## src/rtl/kms_pkg.sv

```systemverilog
package kms_pkg;

   typedef enum logic [2:0] {
      ST_IDLE,
      ST_SEEK,
      ST_HI,
      ST_LO,
      ST_CLAMP,
      ST_RAMP
   } seq_state_t;

endpackage

```

## src/rtl/kms_popcount.sv

```systemverilog
module kms_popcount #(
   parameter int N   = 24,
   parameter int CW  = 5
) (
   input  logic [N-1:0]  vec,
   output logic [CW-1:0] ones
);

   always_comb begin
      ones = '0;
      for (int i = 0; i < N; i++) begin
         ones = ones + CW'(vec[i]);
      end
   end

endmodule

```

## src/rtl/kms_key_finder.sv

```systemverilog
module kms_key_finder #(
   parameter int NUM_KEYS = 24,
   parameter int IDX_W    = 5
) (
   input  logic [NUM_KEYS-1:0] mask,
   input  logic [IDX_W-1:0]    from,
   output logic                found,
   output logic [IDX_W-1:0]    idx
);

   // lowest set bit at or above 'from'; scanning downward lets the last hit win
   always_comb begin
      found = 1'b0;
      idx   = '0;
      for (int i = NUM_KEYS - 1; i >= 0; i--) begin
         if (mask[i] && (IDX_W'(i) >= from)) begin
            found = 1'b1;
            idx   = IDX_W'(i);
         end
      end
   end

endmodule

```

## src/rtl/kms_ramp_counter.sv

```systemverilog
module kms_ramp_counter #(
   parameter int CNT_W = 10
) (
   input  logic             clk,
   input  logic             rst_n,
   input  logic             run,
   output logic [CNT_W-1:0] cnt,
   output logic             at_max
);

   assign at_max = &cnt;

   always_ff @(posedge clk or negedge rst_n) begin
      if (!rst_n)       cnt <= '0;
      else if (!run)    cnt <= '0;
      else if (!at_max) cnt <= cnt + CNT_W'(1);
   end

   AST_RAMP_STEP: assert property (@(posedge clk) disable iff (!rst_n)
      run && $past(run) && !$past(at_max) |-> cnt == $past(cnt) + CNT_W'(1));

   AST_RAMP_HOLD: assert property (@(posedge clk) disable iff (!rst_n)
      run && $past(run) && $past(at_max) |-> at_max);

endmodule

```

## src/rtl/kms_ref_store.sv

```systemverilog
module kms_ref_store #(
   parameter int NUM_KEYS = 24,
   parameter int IDX_W    = 5,
   parameter int CNT_W    = 10
) (
   input  logic             clk,
   input  logic             rst_n,
   input  logic             wr_en,
   input  logic [IDX_W-1:0] wr_idx,
   input  logic [CNT_W-1:0] wr_data,
   input  logic [IDX_W-1:0] rd_idx,
   output logic [CNT_W-1:0] rd_data
);

   logic [CNT_W-1:0] mem [NUM_KEYS];

   for (genvar g = 0; g < NUM_KEYS; g++) begin : g_entry
      always_ff @(posedge clk or negedge rst_n) begin
         if (!rst_n)                                 mem[g] <= '0;
         else if (wr_en && (wr_idx == IDX_W'(g)))    mem[g] <= wr_data;
      end
   end

   always_comb begin
      rd_data = '0;
      for (int i = 0; i < NUM_KEYS; i++) begin
         if (rd_idx == IDX_W'(i)) rd_data = mem[i];
      end
   end

endmodule

```

## src/rtl/kms_scan_seq.sv

```systemverilog
module kms_scan_seq
   import kms_pkg::*;
#(
   parameter  int NUM_X     = 8,
   parameter  int NUM_Y     = 3,
   parameter  int MAX_KEYS  = 24,
   parameter  int BL_W      = 6,
   parameter  int CNT_W     = 10,
   parameter  int DWELL_CYC = 4,
   localparam int NUM_KEYS  = NUM_X * NUM_Y,
   localparam int IDX_W     = $clog2(NUM_KEYS + 1)
) (
   input  logic                     clk,
   input  logic                     rst_n,
   input  logic                     scan_start,
   input  logic                     cal_req,
   input  logic [NUM_KEYS-1:0]      key_en,
   input  logic [NUM_KEYS*BL_W-1:0] burst_len,
   input  logic                     zc_in,
   output logic [NUM_X-1:0]         x_drive,
   output logic [NUM_Y-1:0]         y_gate,
   output logic [NUM_Y-1:0]         y_clamp,
   output logic                     ramp_en,
   output logic                     busy,
   output logic                     res_valid,
   output logic [IDX_W-1:0]         res_key,
   output logic [CNT_W-1:0]         res_count,
   output logic                     res_timeout,
   output logic [CNT_W-1:0]         res_ref,
   output logic                     scan_done,
   output logic                     start_reject
);

   localparam int XW   = $clog2(NUM_X);
   localparam int YW   = $clog2(NUM_Y);
   localparam int DW_W = $clog2(DWELL_CYC);
   localparam logic [CNT_W-1:0] CNT_MAX = '1;

   // elaboration-time parameter checks
   if (NUM_X < 2 || NUM_Y < 2) begin : g_bad_grid
      $error("kms_scan_seq: grid needs at least 2 columns and 2 rows");
   end
   if (MAX_KEYS < 1 || MAX_KEYS > NUM_KEYS) begin : g_bad_limit
      $error("kms_scan_seq: MAX_KEYS out of range");
   end
   if (DWELL_CYC < 2) begin : g_bad_dwell
      $error("kms_scan_seq: DWELL_CYC must be at least 2");
   end
   if (BL_W < 1 || CNT_W < 2) begin : g_bad_width
      $error("kms_scan_seq: width parameters too small");
   end

   seq_state_t          state;
   logic [NUM_KEYS-1:0] en_q;
   logic                cal_q;
   logic [IDX_W-1:0]    cur_key;
   logic [IDX_W-1:0]    seek_base;
   logic [DW_W-1:0]     dw_cnt;
   logic [BL_W-1:0]     pulse_cnt;
   logic [BL_W-1:0]     bl_last;

   logic                fnd;
   logic [IDX_W-1:0]    fnd_idx;
   logic [IDX_W-1:0]    en_ones;
   logic                over_limit;
   logic [BL_W-1:0]     bl_sel;
   logic                dwell_end;
   logic [CNT_W-1:0]    ramp_cnt;
   logic                ramp_max;
   logic                conv_end;
   logic [CNT_W-1:0]    ref_rd;
   logic [XW-1:0]       cur_x;
   logic [YW-1:0]       cur_y;

   // ---------------------------------------------------------------- helpers
   kms_popcount #(.N(NUM_KEYS), .CW(IDX_W)) u_pop (
      .vec  (key_en),
      .ones (en_ones)
   );

   kms_key_finder #(.NUM_KEYS(NUM_KEYS), .IDX_W(IDX_W)) u_find (
      .mask  (en_q),
      .from  (seek_base),
      .found (fnd),
      .idx   (fnd_idx)
   );

   kms_ramp_counter #(.CNT_W(CNT_W)) u_ramp (
      .clk    (clk),
      .rst_n  (rst_n),
      .run    (state == ST_RAMP),
      .cnt    (ramp_cnt),
      .at_max (ramp_max)
   );

   kms_ref_store #(.NUM_KEYS(NUM_KEYS), .IDX_W(IDX_W), .CNT_W(CNT_W)) u_ref (
      .clk     (clk),
      .rst_n   (rst_n),
      .wr_en   (conv_end && cal_q),
      .wr_idx  (cur_key),
      .wr_data (zc_in ? ramp_cnt : CNT_MAX),
      .rd_idx  (cur_key),
      .rd_data (ref_rd)
   );

   assign over_limit = en_ones > IDX_W'(MAX_KEYS);
   assign bl_sel     = burst_len[fnd_idx*BL_W +: BL_W];
   assign dwell_end  = dw_cnt == DW_W'(DWELL_CYC - 1);
   assign conv_end   = (state == ST_RAMP) && (zc_in || ramp_max);

   // key index to column / row: cheap slicing for a power-of-two column count
   if ((NUM_X & (NUM_X - 1)) == 0) begin : g_pow2_cols
      assign cur_x = cur_key[XW-1:0];
      assign cur_y = YW'(cur_key >> XW);
   end else begin : g_div_cols
      assign cur_x = XW'(int'(cur_key) % NUM_X);
      assign cur_y = YW'(int'(cur_key) / NUM_X);
   end

   // ---------------------------------------------------------------- sequencer
   always_ff @(posedge clk or negedge rst_n) begin
      if (!rst_n) begin
         state        <= ST_IDLE;
         en_q         <= '0;
         cal_q        <= 1'b0;
         cur_key      <= '0;
         seek_base    <= '0;
         dw_cnt       <= '0;
         pulse_cnt    <= '0;
         bl_last      <= '0;
         res_valid    <= 1'b0;
         res_key      <= '0;
         res_count    <= '0;
         res_timeout  <= 1'b0;
         res_ref      <= '0;
         scan_done    <= 1'b0;
         start_reject <= 1'b0;
      end else begin
         res_valid    <= 1'b0;
         scan_done    <= 1'b0;
         start_reject <= 1'b0;
         unique case (state)
            ST_IDLE: begin
               if (scan_start) begin
                  if (over_limit) begin
                     start_reject <= 1'b1;
                  end else begin
                     en_q      <= key_en;
                     cal_q     <= cal_req;
                     seek_base <= '0;
                     state     <= ST_SEEK;
                  end
               end
            end
            ST_SEEK: begin
               if (fnd) begin
                  cur_key   <= fnd_idx;
                  bl_last   <= (bl_sel == '0) ? '0 : bl_sel - BL_W'(1);
                  pulse_cnt <= '0;
                  dw_cnt    <= '0;
                  state     <= ST_HI;
               end else begin
                  scan_done <= 1'b1;
                  state     <= ST_IDLE;
               end
            end
            ST_HI: begin
               dw_cnt <= dw_cnt + DW_W'(1);
               if (dwell_end) begin
                  dw_cnt <= '0;
                  state  <= ST_LO;
               end
            end
            ST_LO: begin
               dw_cnt <= dw_cnt + DW_W'(1);
               if (dwell_end) begin
                  dw_cnt <= '0;
                  if (pulse_cnt == bl_last) begin
                     state <= ST_CLAMP;
                  end else begin
                     pulse_cnt <= pulse_cnt + BL_W'(1);
                     state     <= ST_HI;
                  end
               end
            end
            ST_CLAMP: begin
               dw_cnt <= dw_cnt + DW_W'(1);
               if (dwell_end) begin
                  dw_cnt <= '0;
                  state  <= ST_RAMP;
               end
            end
            ST_RAMP: begin
               if (conv_end) begin
                  res_valid   <= 1'b1;
                  res_key     <= cur_key;
                  res_count   <= zc_in ? ramp_cnt : CNT_MAX;
                  res_timeout <= !zc_in;
                  res_ref     <= ref_rd;
                  seek_base   <= cur_key + IDX_W'(1);
                  state       <= ST_SEEK;
               end
            end
            default: state <= ST_IDLE;
         endcase
      end
   end

   // ---------------------------------------------------------------- line drivers
   for (genvar gx = 0; gx < NUM_X; gx++) begin : g_xdrv
      assign x_drive[gx] = (state == ST_HI) && (cur_x == XW'(gx));
   end

   for (genvar gy = 0; gy < NUM_Y; gy++) begin : g_ydrv
      assign y_gate[gy]  = (state == ST_HI) && (cur_y == YW'(gy));
      assign y_clamp[gy] = ((state == ST_LO) || (state == ST_CLAMP)) && (cur_y == YW'(gy));
   end

   assign ramp_en = state == ST_RAMP;
   assign busy    = state != ST_IDLE;

   // ---------------------------------------------------------------- checks
   logic [DW_W:0]    hi_run;
   logic [BL_W:0]    pulses_seen;
   logic [IDX_W-1:0] last_res_key;
   logic             res_seen;

   always_ff @(posedge clk or negedge rst_n) begin
      if (!rst_n) begin
         hi_run       <= '0;
         pulses_seen  <= '0;
         last_res_key <= '0;
         res_seen     <= 1'b0;
      end else begin
         hi_run <= (|x_drive) ? hi_run + (DW_W+1)'(1) : '0;
         if (state == ST_SEEK)
            pulses_seen <= '0;
         else if ((|x_drive) && (hi_run == '0))
            pulses_seen <= pulses_seen + (BL_W+1)'(1);
         if (state == ST_IDLE)
            res_seen <= 1'b0;
         else if (res_valid) begin
            res_seen     <= 1'b1;
            last_res_key <= res_key;
         end
      end
   end

   AST_ONE_COLUMN: assert property (@(posedge clk) disable iff (!rst_n)
      $onehot0(x_drive) && $onehot0(y_gate) && $onehot0(y_clamp));

   AST_ASCENDING: assert property (@(posedge clk) disable iff (!rst_n)
      res_valid && res_seen |-> res_key > last_res_key);

   AST_ENABLED_ONLY: assert property (@(posedge clk) disable iff (!rst_n)
      res_valid |-> en_q[res_key]);

   AST_PULSE_TOTAL: assert property (@(posedge clk) disable iff (!rst_n)
      $rose(ramp_en) |-> pulses_seen == {1'b0, bl_last} + (BL_W+1)'(1));

   AST_DWELL_HIGH: assert property (@(posedge clk) disable iff (!rst_n)
      $fell(|x_drive) |-> hi_run == (DW_W+1)'(DWELL_CYC));

   AST_CLAMP_FIRST: assert property (@(posedge clk) disable iff (!rst_n)
      $rose(ramp_en) |-> $past(|y_clamp));

   AST_TIMEOUT_VAL: assert property (@(posedge clk) disable iff (!rst_n)
      res_valid && res_timeout |-> res_count == CNT_MAX);

   AST_REJECT_IDLE: assert property (@(posedge clk) disable iff (!rst_n)
      start_reject |-> !busy);

   AST_DONE_IDLE: assert property (@(posedge clk) disable iff (!rst_n)
      scan_done |-> !busy && !res_valid);

endmodule

```

## config.mk

```make
export PLATFORM = sky130hd
export DESIGN_NAME = kms_scan_seq
export DESIGN_NICKNAME = d
export VERILOG_FILES = /design/src/rtl/kms_pkg.sv /design/src/rtl/kms_popcount.sv /design/src/rtl/kms_key_finder.sv /design/src/rtl/kms_ramp_counter.sv /design/src/rtl/kms_ref_store.sv /design/src/rtl/kms_scan_seq.sv
export SDC_FILE = /design/constraint.sdc
export NUM_CORES = 1
export LEC_CHECK = 0
export BUFFER_PORTS_ARGS = -buffer_cell sky130_fd_sc_hd__buf_2
export CORE_MARGIN = 5
export CORE_UTILIZATION = 30
export CTS_CLUSTER_DIAMETER = 60
export DETAILED_ROUTE_END_ITERATION = 8
export GPL_TIMING_DRIVEN = 0
export MAX_ROUTING_LAYER = met4
export PLACE_DENSITY = 0.5
export SLEW_MARGIN = 0
export SYNTH_ARGS = -nofsm -noshare
export SYNTH_HDL_FRONTEND = slang
export SYNTH_SLANG_ARGS = --single-unit
export TNS_END_PERCENT = 30
```

## constraint.sdc

```tcl
create_clock -name clk -period 6.26 [get_ports clk]
set_input_delay 0.313 -clock clk [delete_from_list [all_inputs] [get_ports clk]]
set_output_delay 0.313 -clock clk [all_outputs]
set_load 0.01 [all_outputs]
```

==> results of run 1 <==
## cell type report
type                    instances  area (um2)  share of cell area (%)
multi-input cells            1475        8661                   40.48
flip-flops and latches        331        8283                   38.72
repair buffers                228        1259                   5.884
clock buffers                  61        1192                   5.574
well taps                     773       967.2                   4.521
plain buffers                 155       688.2                   3.217
inverters                      45       168.9                  0.7896
clock inverters                14       166.4                  0.7779
diodes                          3       7.507                 0.03509
## worst min-delay path: cells and delay by family
family	cells	cell delay (ns)
AOI/OAI and AO/OA	1	0.07
buffers and inverters	1	0.11
and+or+nand+nor	1	0.05
## metal layers
metal	vias up	global-route usage, %	routed length, um
met5	-	-	0
met3	122	3.592	4471
met2	550	33.11	31460
li1	7671	-	-
met4	0	6.772	2063
met1	8134	28.34	30060
## cell usage after synthesis, types with 15 or more instances
cell type    n
o21ai_0    337
nand2_1    389
o221ai_1    18
nor2_1      95
ha_1        19
o22a_1      15
mux2i_1     51
inv_1       40
o22ai_1     15
and3_1      25
nor2b_1     37
a221oi_1    24
nand3_1     52
clkbuf_1   129
mux2_2      36
nor3_1      25
o211ai_1    18
a21oi_1     90
fa_1        17
dfrtp_1    331
## registers in the layout (all words and copies together) (netlist names), 6 cells and up
signal / count
u_ref.mem: 240
en_q: 24
res_count: 10
res_ref: 10
u_ramp.cnt: 10
bl_last: 6
pulse_cnt: 6
## through the flow
stage | util, % | power (mW)
6_report | 36.32 | 8.790
5_1_grt | 36.32 | 9.248
4_1_cts | 36.30 | 8.819
3_5_place_dp | 33.86 | 6.378
3_3_place_gp | 33.70 | 6.377
2_1_floorplan | - | 5.045
## final timing paths
check                               from              to  cells after the start  slack [ns]
setup / recovery               key_en[0]         en_q[9]                     16        0.32
hold / removal                key_en[23]        en_q[23]                      3        0.01
setup reg to reg           u_ramp.cnt[0]   u_ref.mem[39]                     15        1.25
hold reg to reg               res_key[3]      res_key[3]                      2        0.46
max in group asynchronous          rst_n  u_ref.mem[152]                      4        4.79
min in group asynchronous          rst_n    res_count[2]                      2        0.25
## power groups by stage
stage	Combinational, mW	Sequential (mW)	Clock [mW]
after floorplan	2.63	2.41	0
after global placement	3.92	2.46	0
after detailed placement	3.92	2.46	0
after CTS	3.94	2.42	2.45
after global routing	4.28	2.44	2.53
final	3.96	2.43	2.40
## timing repair
action / in CTS / in global routing
hold buffers: 8 / 0
endpoints found under the hold margin: 57 / 0
setup buffers: 0 / 0
endpoints found under the setup margin: 0 / 5
gates resized for setup: 0 / 1
## cells in the final DEF (no fill, tap or decap), types with 40 or more instances in the layout
| master | n |
|---|---|
| inv_1 | 40 |
| mux2i_1 | 51 |
| clkbuf_1 | 141 |
| dfrtp_1 | 331 |
| a21oi_1 | 90 |
| o21ai_0 | 337 |
| nand2_1 | 389 |
| buf_2 | 222 |
| clkbuf_16 | 42 |
| nand3_1 | 52 |
| nor2_1 | 95 |
## logic make-up after synthesis
group           count (synthesis)
buf+inv                       200
compound gates                647
flops                         331
mux                            87
simple gates                  686
fa+ha+maj                      36
xor+xnor                       19
==> impl_metrics.toml, run 1 <==
[status]
status = "finished, final reports clean"

[synthesis]
synth_compound_area_share_pct = 22.23
yosys.area.top_type_share_pct = 46.53
yosys_most_used_dff = "dfrtp_1"
yosys.area.top_type = "dfrtp_1"
synth_adder_area_share_pct = 3.248
synth-seq-area-share_pct = 46.53
synth_nets = 2215
synth_top_family_by_area = "compound AO/OA/AOI/OAI gates"
synth_xor_area_share_pct = 0.9349
yosys_warnings = 0
synth_cells = 2006
synth.distinct_cells = 80
muxShareOfSynthArea_pct = 5.146
synth_simple_gate_area_share_pct = 17.10
synth.avg_cell_area_um2 = 8.873
yosys-top-cells-area = "dfrtp_1 (47%), o21ai_0 (9.5%), nand2_1 (8.2%), mux2i_1 (2.9%), clkbuf_1 (2.7%)"
postSynthRegisterBits = 331
syn-cell-area_um2 = 17800
async_flop_share_pct = 100.0
synth_edf_count = 0

[worst_setup_path]
crit_chain = "buf_2, ha_1, inv_1, fa_1, fa_1, fa_1, fa_1, fa_1, inv_1, fa_1, fa_1, o32a_1, o211ai_1, nor2b_1, buf_1, mux2_2"
cp-end-kind = "register"
cpMaxStageDelayCell = "fa_1"
worstSetupPathType = "in2reg"
path_buf_inv = 4
path_common_cell = "fa_1"
arrival_ns = 6.38
worst_setup_path_start_kind = "input port"
crit_fanout = 10
cp_data_required_time_ns = 6.70
path_delay_family = "adder cells"
cp_slowest_stage_delay_ns = 0.55

[layout]
fin_area_um2 = 21390
area_growth_pct = 20.19
post_route_cells_drive_above_1_share_pct = 15.59
fin_nets = 2487
finalNonFillerCells = 3085
fillCellCount = 6097

[route]
drt_iter0_markers = 1332
avgRoutedWirePerCell_um = 22.06
drc_errors = 0
ant_nets = 0
wl_um = 68050
via_count = 16480
viasPerCell = 5.341
dr.pass1.iters = 5

[global_routing]
grt_util_all_layers_pct = 21.20
grt_pass1_vias = 16460
antenna_found_initial = 3
globalRouteOverflowTotal = 0
grt_max_degree = 119
grt_pass1_wl_um = 102600

[power_and_ir_drop]
clkPwrFrac_pct = 27.3
power_frac_comb_pct = 45.1
switching_share_pct = 41.20
leakage_nw = 9.554
p_seq_share_pct = 27.6
p_int_mw = 5.169
power_density_nw_per_um2 = 410.9
p_switching_mw = 3.622
irDropWorstVdd_mv = 0.2097

[sta]
worstMarginPinSlew_ns = 1.245
whs_ns = 0.01327
fin_skew_ns = 0.03188
hold_viol_final = 0
rsz0062_at_grt = "false"
fmax_ghz = 0.1684
finalSetupViolCount = 0
period_share_pct = 94.88
setup_slack_ns = 0.3202
post-route-min-period_ns = 5.940
fin_tns_setup_ns = 0
slew_headroom_pct = 16.39
slew_violations = 0

[clocking]
cts_buffers = 42
clk_latency_ns = 0.58
cts_tree = "built"
clk_pin_slew_ns = 0.06
htree_levels = 2
clock_path_buffers = 3
cts_sinks = 331
cts_root_buffer = "clkbuf_16"

[floorplan]
io_pins = 218
die_x_um = 253.6
start_util_pct = 30.22
core-area_um2 = 58910
dieArea_um2 = 64300
fp-row-count = 89
die_h_um = 253.6

[placed_design]
place_area_um2 = 19950
dp_cells = 2999
gp_congestion = 0.9200
portBuffers = 217
hpwl_um = 50050
pre_cts_ws_ns = -0.4399

[hold_path]
holdCritPathClass = "in2reg"

[job]
drv_cap = 0
Power figures use the tool's default switching activity.
==> run 2, diff against run 1 <==
--- a/config.mk
+++ b/config.mk
@@ -8,11 +8,13 @@
 export BUFFER_PORTS_ARGS = -buffer_cell sky130_fd_sc_hd__buf_2
 export CORE_MARGIN = 5
 export CORE_UTILIZATION = 30
+export CTS_BUF_LIST = sky130_fd_sc_hd__clkbuf_8
 export CTS_CLUSTER_DIAMETER = 60
 export DETAILED_ROUTE_END_ITERATION = 8
 export GPL_TIMING_DRIVEN = 0
 export MAX_ROUTING_LAYER = met4
 export PLACE_DENSITY = 0.5
+export RECOVER_POWER = 100
 export SLEW_MARGIN = 0
 export SYNTH_ARGS = -nofsm -noshare
 export SYNTH_HDL_FRONTEND = slang
==> constraint.sdc (replaced) <==
create_clock -name clk -period 6 [get_ports clk]
set_input_delay 0.3 -clock clk [delete_from_list [all_inputs] [get_ports clk]]
set_output_delay 0.3 -clock clk [all_outputs]
set_load 0.01 [all_outputs]
==> run 2 against run 1 <==
The run now ends with capacitance limit, slew limit left; sequential share of layout area increased by 0.079 points; sequential cell count unchanged; routed wire length increased by 0.94%; hold slack improved by 0.14 ns; clock power decreased by 8%; final cell count increased by 1.7%; sequential power increased by 4%; non-clock buffer count increased by 19; final area decreased by 0.20%; largest power group unchanged; highest routed layer unchanged; first-iteration DRC count increased by 1.6%; combinational power increased by 5%; die area unchanged.
==> impl_metrics.toml, run 2 (same netlist as run 1, synthesis figures left out) <==
[floorplan]
dieArea_um2 = 64300
die_h_um = 253.6
die_x_um = 253.6
fp-row-count = 89
core-area_um2 = 58910
start_util_pct = 30.22
io_pins = 218

[worst_setup_path]
crit_fanout = 10
worst_setup_path_start_kind = "input port"
worstSetupPathType = "in2reg"
path_delay_family = "adder cells"
path_buf_inv = 5
cpMaxStageDelayCell = "o211ai_1"
arrival_ns = 6.39
cp_slowest_stage_delay_ns = 0.55
cp_data_required_time_ns = 6.54
path_common_cell = "fa_1"
crit_chain = "dlygate4sd3_1, buf_2, fa_1, fa_1, inv_1, fa_1, fa_1, fa_1, inv_1, fa_1, fa_1, o32a_1, o211ai_1, nor2b_4, buf_2, nor2_1, o31ai_1"
cp-end-kind = "register"

[route]
via_count = 16750
routed.top_layer = "met4"
drt_iter0_markers = 1353
wl_met3_um = 4324
ant_nets = 0
wl_um = 68700
drc_errors = 0
m1WireLength_um = 30510
viasPerCell = 5.340
avgRoutedWirePerCell_um = 21.91
dr.pass1.iters = 6
wl_met2_um = 31820

[layout]
final_cell_mix = "nand2_1 (389), o21ai_0 (338), dfrtp_1 (331)"
fin_area_um2 = 21350
reg_top3 = "u_ref.mem: 240 flops, en_q: 24 flops"
top_register = "u_ref.mem"
fin_nets = 2524
fillCellCount = 6148
post_route_cells_drive_above_1_share_pct = 14.21
finalNonFillerCells = 3136
layout_commonest_cell = "nand2_1"
largest_register_ff_count = 240
area_growth_pct = 19.94

[sta]
finalSetupViolCount = 0
fin_skew_ns = 0.05282
rsz0062_at_grt = "false"
slew_violations = 138
hold_viol_final = 0
slew_headroom_pct = -102.7
whs_ns = 0.1575
fmax_ghz = 0.1709
period_share_pct = 97.53
post-route-min-period_ns = 5.852
worstMarginPinSlew_ns = 3.041
setup_slack_ns = 0.1480

[clocking]
cts_sinks = 331
cts_setup_buffers = 0
cts_buffers = 60
clk_latency_ns = 0.69
clock_path_buffers = 3
cts_root_buffer = "clkbuf_8"
cts_tree = "built"
htree_levels = 2
clk_pin_slew_ns = 0.06

[global_routing]
grt_pass1_vias = 16830
grt_util_all_layers_pct = 21.30
antenna_found_initial = 3
globalRouteOverflowTotal = 0
grt_max_degree = 119
grt_pass1_wl_um = 103400

[placed_design]
place_area_um2 = 19950
hpwl_um = 50050
gp_congestion = 0.9200
dp_cells = 2999
portBuffers = 217
pre_cts_ws_ns = -0.6869

[status]
status = "finished, violations left"
violations = "capacitance limit, slew limit"

[power_and_ir_drop]
totalPowerFinal_mw = 8.871
irDropWorstVdd_mv = 0.2207
p_switching_mw = 3.766
p_seq_share_pct = 28.5
power_density_nw_per_um2 = 415.5
clkPwrFrac_pct = 24.8
power_frac_comb_pct = 46.7
leakage_nw = 9.505
switching_share_pct = 42.46
p_int_mw = 5.104

[job]
drv_cap = 2

[hold_path]
holdCritPathClass = "in2reg"
-- run 2: cell types whose count changed in the layout (fill, tap and decap cells not counted), sizes merged --
cell,before,now
clkbuf,191,256
buf,245,196
inv,43,65
dlygate4sd3,8,27
clkinv,12,7
clkinvlp,2,0
diode,3,5
bufinv,2,1
-- run 2: area by class of cell --
cell class | instances | area, um2 | area share, %
Clock inverter | 28 | 161.4 | 0.7560
Clock buffer | 77 | 1060 | 4.964
Sequential cell | 331 | 8283 | 38.80
Inverter | 45 | 168.9 | 0.7912
Buffer | 155 | 684.4 | 3.206
Multi-Input combinational cell | 1475 | 8668 | 40.60
Tap cell | 773 | 967.2 | 4.530
Antenna cell | 5 | 12.51 | 0.05861
Timing Repair Buffer | 247 | 1344 | 6.294
-- run 2: path summary, 6_finish.rpt --
kind | from | endpoint | slack, ns | cells past startpoint
min | zc_in | res_timeout | 0.16 | 3
min in group asynchronous | rst_n | res_count[2] | 1.15 | 2
max in group asynchronous | rst_n | u_ref.mem[158] | 1.05 | 4
max reg2reg | u_ramp.cnt[0] | u_ref.mem[170] | 0.45 | 15
min reg2reg | res_key[3] | res_key[3] | 0.46 | 2
max | key_en[16] | seek_base[2] | 0.15 | 17
-- run 2: through the flow --
step,utilization [%],TNS (ns)
2_1_floorplan,-,0
6_report,36.24,0
3_3_place_gp,33.70,-653.17
4_1_cts,36.39,0
3_5_place_dp,33.86,-13.08
5_1_grt,36.23,0
-- run 2: layer usage --
layer	vias up	track usage, %
met5	-	-
met4	0	6.864
met3	142	3.275
met2	588	33.45
met1	8283	28.49
li1	7733	-
-- run 2: worst reg2reg max path: cells and delay by family, from the launching register on --
family	cells	cell delay, ns
buffers and inverters	6	2.46
AOI/OAI and AO/OA	2	1.17
and+or+nand+nor	6	1.13
DFF	1	0.43
adders and majority gates	1	0.25
-- run 2: power groups by stage --
stage          clock (mW)  sequential, mW  combinational [mW]
4_1_cts              2.25            2.53                4.12
6_report             2.20            2.53                4.14
2_1_floorplan           0            2.52                2.75
3_3_place_gp            0            2.57                4.09
5_1_grt              2.34            2.55                4.46
3_5_place_dp            0            2.57                4.09
-- run 2: what timing repair did --
item,CTS,global route
hold buffers,27,0
resized for setup,1,3
hold endpoints to repair,109,0
endpoints found under the setup margin,1,15
